<file path="src/rtl/bmdma_regport.sv">
module bmdma_regport #(
  parameter  int NCH = 2,
  localparam int CW  = $clog2(NCH),
  localparam int AW  = CW + 3
) (
  input  logic              clk,
  input  logic              rst_n,
  input  logic              req_valid,
  input  logic              req_write,
  input  logic [AW-1:0]     req_addr,
  input  logic [1:0]        req_size,
  input  logic [31:0]       req_wdata,
  output logic [31:0]       rdata,
  input  logic [NCH-1:0]    dma_active,
  input  logic [NCH-1:0]    err_evt,
  input  logic [NCH-1:0]    irq_evt,
  output logic [NCH*8-1:0]  cmd_byte,
  output logic [NCH-1:0]    start,
  output logic [NCH*32-1:0] desc_addr
);

  logic [NCH-1:0][7:0]  cmd_q;
  logic [NCH-1:0][3:0]  st_q;   // {b6, b5, b2 irq, b1 err}
  logic [NCH-1:0][31:0] adr_q;

  logic [CW-1:0] ch;
  logic [1:0]    off;
  logic          is_adr, byte_acc, wr, rd;
  logic [3:0]    lanes_n, lane_en;
  logic [31:0]   wsh, ones;
  logic [NCH-1:0] hit, cmd_we, st_we;

  assign ch       = req_addr[AW-1:3];
  assign off      = req_addr[1:0];
  assign is_adr   = req_addr[2];
  assign byte_acc = (req_size == 2'd0);
  assign wr       = req_valid && req_write;
  assign rd       = req_valid && !req_write;
  assign lanes_n  = (req_size == 2'd0) ? 4'b0001 : (req_size == 2'd1) ? 4'b0011 : 4'b1111;
  assign lane_en  = lanes_n << off;
  assign wsh      = req_wdata << (8 * off);
  assign ones     = {{8{lanes_n[3]}}, {8{lanes_n[2]}}, {8{lanes_n[1]}}, 8'hFF};

  always_comb begin
    for (int c = 0; c < NCH; c++) begin
      hit[c]    = wr && (ch == CW'(c));
      cmd_we[c] = hit[c] && !is_adr && byte_acc && (off == 2'd0);
      st_we[c]  = hit[c] && !is_adr && byte_acc && (off == 2'd2);
    end
  end

  always_ff @(posedge clk) begin
    if (!rst_n) begin
      cmd_q <= '0;
      st_q  <= '0;
      adr_q <= '0;
    end else begin
      for (int c = 0; c < NCH; c++) begin
        if (cmd_we[c]) cmd_q[c] <= req_wdata[7:0];
        if (st_we[c])  st_q[c][3:2] <= req_wdata[6:5];
        st_q[c][0] <= err_evt[c] | (st_q[c][0] & ~(st_we[c] & req_wdata[1]));
        st_q[c][1] <= irq_evt[c] | (st_q[c][1] & ~(st_we[c] & req_wdata[2]));
        if (hit[c] && is_adr) begin
          for (int k = 0; k < 4; k++) begin
            if (lane_en[k]) begin
              if (k == 0) adr_q[c][7:0] <= {wsh[7:2], 2'b00};
              else        adr_q[c][k*8 +: 8] <= wsh[k*8 +: 8];
            end
          end
        end
      end
    end
  end

  always_comb begin
    rdata = '0;
    if (rd) begin
      for (int c = 0; c < NCH; c++) begin
        if (ch == CW'(c)) begin
          if (is_adr)         rdata = (adr_q[c] >> (8 * off)) & ones;
          else if (!byte_acc) rdata = ones;
          else begin
            case (off)
              2'd0:    rdata = {24'd0, cmd_q[c]};
              2'd2:    rdata = {24'd0, 1'b0, st_q[c][3:2], 2'b00, st_q[c][1:0], dma_active[c]};
              default: rdata = 32'h0000_00FF;
            endcase
          end
        end
      end
    end
  end

  always_comb begin
    for (int c = 0; c < NCH; c++) begin
      cmd_byte[c*8 +: 8]   = cmd_q[c];
      start[c]             = cmd_q[c][0];
      desc_addr[c*32 +: 32] = adr_q[c];
    end
  end

endmodule


</file>
<file path="config.mk">
export PLATFORM = sky130hd
export DESIGN_NAME = bmdma_regport
export DESIGN_NICKNAME = d
export VERILOG_FILES = /design/src/rtl/bmdma_regport.sv
export SDC_FILE = /design/constraint.sdc
export NUM_CORES = 1
export LEC_CHECK = 0
export BUFFER_PORTS_ARGS = -buffer_cell sky130_fd_sc_hd__buf_2
export CAP_MARGIN = 20
export CORE_MARGIN = 2
export CORE_UTILIZATION = 40
export CTS_CLUSTER_DIAMETER = 50
export CTS_CLUSTER_SIZE = 30
export DETAILED_ROUTE_END_ITERATION = 10
export PLACE_DENSITY = 0.77
export SLEW_MARGIN = 20
export SYNTH_ARGS = -nofsm -noshare
export SYNTH_HDL_FRONTEND = slang
export SYNTH_SLANG_ARGS = --single-unit
</file>
<file path="constraint.sdc">
create_clock -name clk -period 2.62 [get_ports clk]
set_clock_uncertainty 0.2 [all_clocks]
set_input_delay 0 -clock clk [delete_from_list [all_inputs] [get_ports clk]]
set_output_delay 0 -clock clk [all_outputs]
set_load 0.05 [all_outputs]
</file>
==> summary.md <==
| Metric | Value |
|---|---|
| Yosys warning count | 0 |
| Max Cap Viol | 0 |
| Fraction of layout cells with a size suffix above 1 | 0.309 |
| Initial DRC count | 437 |
| CP endpoint kind | flop |
| Fillers | 1111 |
| Worst vdd ir | 0.316 mV |
| CTS tree | done |
| Asr flop ratio synth | 0 |
| RSZ-0062 raised after global routing | false |
| Cts repair resizes | 0 |
| Count leader, synth | mux2i_1 |
| Commonest cells in the synthesized netlist | mux2i_1 (101), dfxtp_1 (84), nand2_1 (64) |
| Core area | 12200 sq um |
| Post-CTS Setup Bufs | 0 |
| Clock root buffer | clkbuf_16 |
| # rows | 40 |
| Post-placement cell count | 848 |
| Leak | 3.43 nW |
| Req. time, crit path | 2.66 ns |
| Total power | 3.35 mW |
| Period utilization | 0.826 |
| Main synth FF type | dfxtp_1 |
| Slew Viols, Final | 0 |
| First-pass GRT wire length | 25.6 mm |
| Worst skew pair latency | 0.35 ns |
| I/O pin total | 162 |
| Placer's final routability congestion estimate | 0.926 |
| Crit path time final | 2.16 ns |
| Syn Area/Cell | 9.08 sq um |
| Final setup fails | 0 |
| Die width | 116 microns |
| ANT cells | 0 |
| 1st-pass router iterations | 5 |
| Finished Layout Cells | 894 |
| Antenna-violating nets left | 0 |
| Area of the multi-input gates | 3120 sq um |
| Final Routed Wirelength | 17.1 mm |
| Critical path class | in -> reg |
| Port bufs | 157 |
| FF/Latch Area | 1680 sq um |
| Number of flops mapped to enable cells by yosys | 0 |
| Post-synthesis register bit count | 84 |
| Worst min path class | in -> reg |
| Pint | 2.38 mW |
| Outcome | completed |
| Sw Pwr | 971 uW |
| Total negative slack | 0 ns |
| Slew headroom | 0.541 |
| Cell accounting for the most synthesized area | dfxtp_1 |
| Cell Area, Synth | 5030 sq um |
| Vias in the first global route | 4572 |
| Fin. Hold Viols | 0 |
| GRT Overall Usage | 0.253 |
| Total Die Area | 13500 sq um |
| Worst-path fanout max | 16 |
| TritonCTS Buffers | 9 |
| Pwr/cell area | 507 nW/um^2 |
| Worst-path clk slew | 0.07 ns |
| Initial antenna violation count | 0 |
| Die height | 116 microns |
| Tightest Pin Transition | 0.669 ns |
| Hold Slack | 0.0168 ns |
| Nets@finish | 770 |
| Clock network power share | 0.417 |
| H-tree levels | 3 |
| Sequential power share | 0.393 |
| Clk buf depth | 2 |
| Worst Setup Start Kind | primary input |
| Starting Density | 0.414 |
| Fmax | 462 MHz |
| Vias | 4936 |
| DRC | 0 |
| Logic pwr share | 0.190 |
| Critical Path AT | 2.21 ns |
| P&R area growth vs syn | 31.5% |
| Remaining global-route overflow | 0 |
| Largest net degree at the start of global routing | 48 |
| Wire per inst | 19.1 microns |
| Post-synth cell types | 39 |
| Clock tree sinks | 84 |
| Synth top area cells | dfxtp_1 (33%), mux2i_1 (20%), nor2b_1 (6.5%) |
| Post-synthesis instance total | 554 |
| Number of vias per cell | 5.52 |
| DPL Wire Length | 12.6 mm |
| Register area share after synthesis | 0.334 |
| Post-synth top area share | 0.334 |
| Sw Ratio | 0.290 |
## power groups by stage
stage / Combinational [mW] / Sequential (mW) / Clock, mW
2_1_floorplan: 0.358 / 1.41 / 0
3_3_place_gp: 0.588 / 1.35 / 0
3_5_place_dp: 0.593 / 1.35 / 0
4_1_cts: 0.629 / 1.32 / 1.41
5_1_grt: 0.677 / 1.32 / 1.47
6_report: 0.637 / 1.32 / 1.40
## layer usage
| metal | track usage | vias to the layer above | share of wire |
|---|---|---|---|
| met3 | 0.0669 | 42 | 0.086 |
| met1 | 0.339 | 2348 | 0.43 |
| li1 | - | 2306 | - |
| met4 | 0.105 | 0 | 0.033 |
| met5 | 0 | - | 0 |
| met2 | 0.389 | 240 | 0.45 |
## sequential cells by signal, summed over array words and instances, names as in the netlist
name and flops:
desc_addr 60, st_q 8, cmd_byte 16
## path summary, 6_finish.rpt
kind,end,cells after the start,start,slack (ns)
max,st_q[0]$_SDFF_PN0_,6,req_addr[2],0.46
min,desc_addr[19]$_SDFFE_PN0P_,5,req_wdata[19],0.02
max reg2reg,st_q[5]$_SDFF_PN0_,3,st_q[5]$_SDFF_PN0_,1.19
min reg2reg,desc_addr[22]$_SDFFE_PN0P_,1,desc_addr[22]$_SDFFE_PN0P_,0.32
## per-stage QoR
stage                     utilization  worst slack, ns  area (sq um)
after CTS                       0.544            0.502          6620
after floorplan                     -            0.175          5040
after detailed placement        0.492            0.655          5980
after global routing            0.544            0.348          6620
final                           0.544            0.456          6620
after global placement          0.492            0.685          5980
## worst max-delay path, stage by stage
cell	delay (ns)
buf_2	0.20
or3_1	0.56
or4_1	0.61
nor3b_1	0.22
dlygate4sd3_1	0.58
nor2_1	0.05
## final cells by class
type                            instances  share of cell area
Sequential cell                        84               0.254
Clock inverter                          5              0.0129
Tap cell                              168              0.0318
Timing Repair Buffer                  207               0.193
Clock buffer                           10              0.0361
Inverter                                2             0.00113
Multi-Input combinational cell        418               0.471
## kinds of logic (layout without fill, tap and decap cells)
logic type,Yosys count,in the layout,share of synthesized area
buffers and inverters,55,224,0.0502
AND/OR/NAND/NOR,172,172,0.170
multiplexers,128,128,0.273
AO/OA/AOI/OAI,114,114,0.172
other,1,4,0.000745
flip-flops,84,84,0.334
## cell usage in the layout, fill, tap and decap left out, types with 9 or more instances in the layout
master         instances
o211a_1               32
nand2_1               64
dlygate4sd3_1         31
buf_2                157
buf_4                 16
mux2_2                22
nor2_1                33
a31oi_1               17
mux2i_1              101
dfxtp_1               84
a21oi_1               10
clkbuf_16              9
o21ai_0               22
nor2b_1               52
## what timing repair did
item / CTS / global route
hold endpoints to repair: 64 / 0
setup endpoints to repair: 0 / 0
hold buffers: 31 / 0
(Power assumes the default switching activity.)
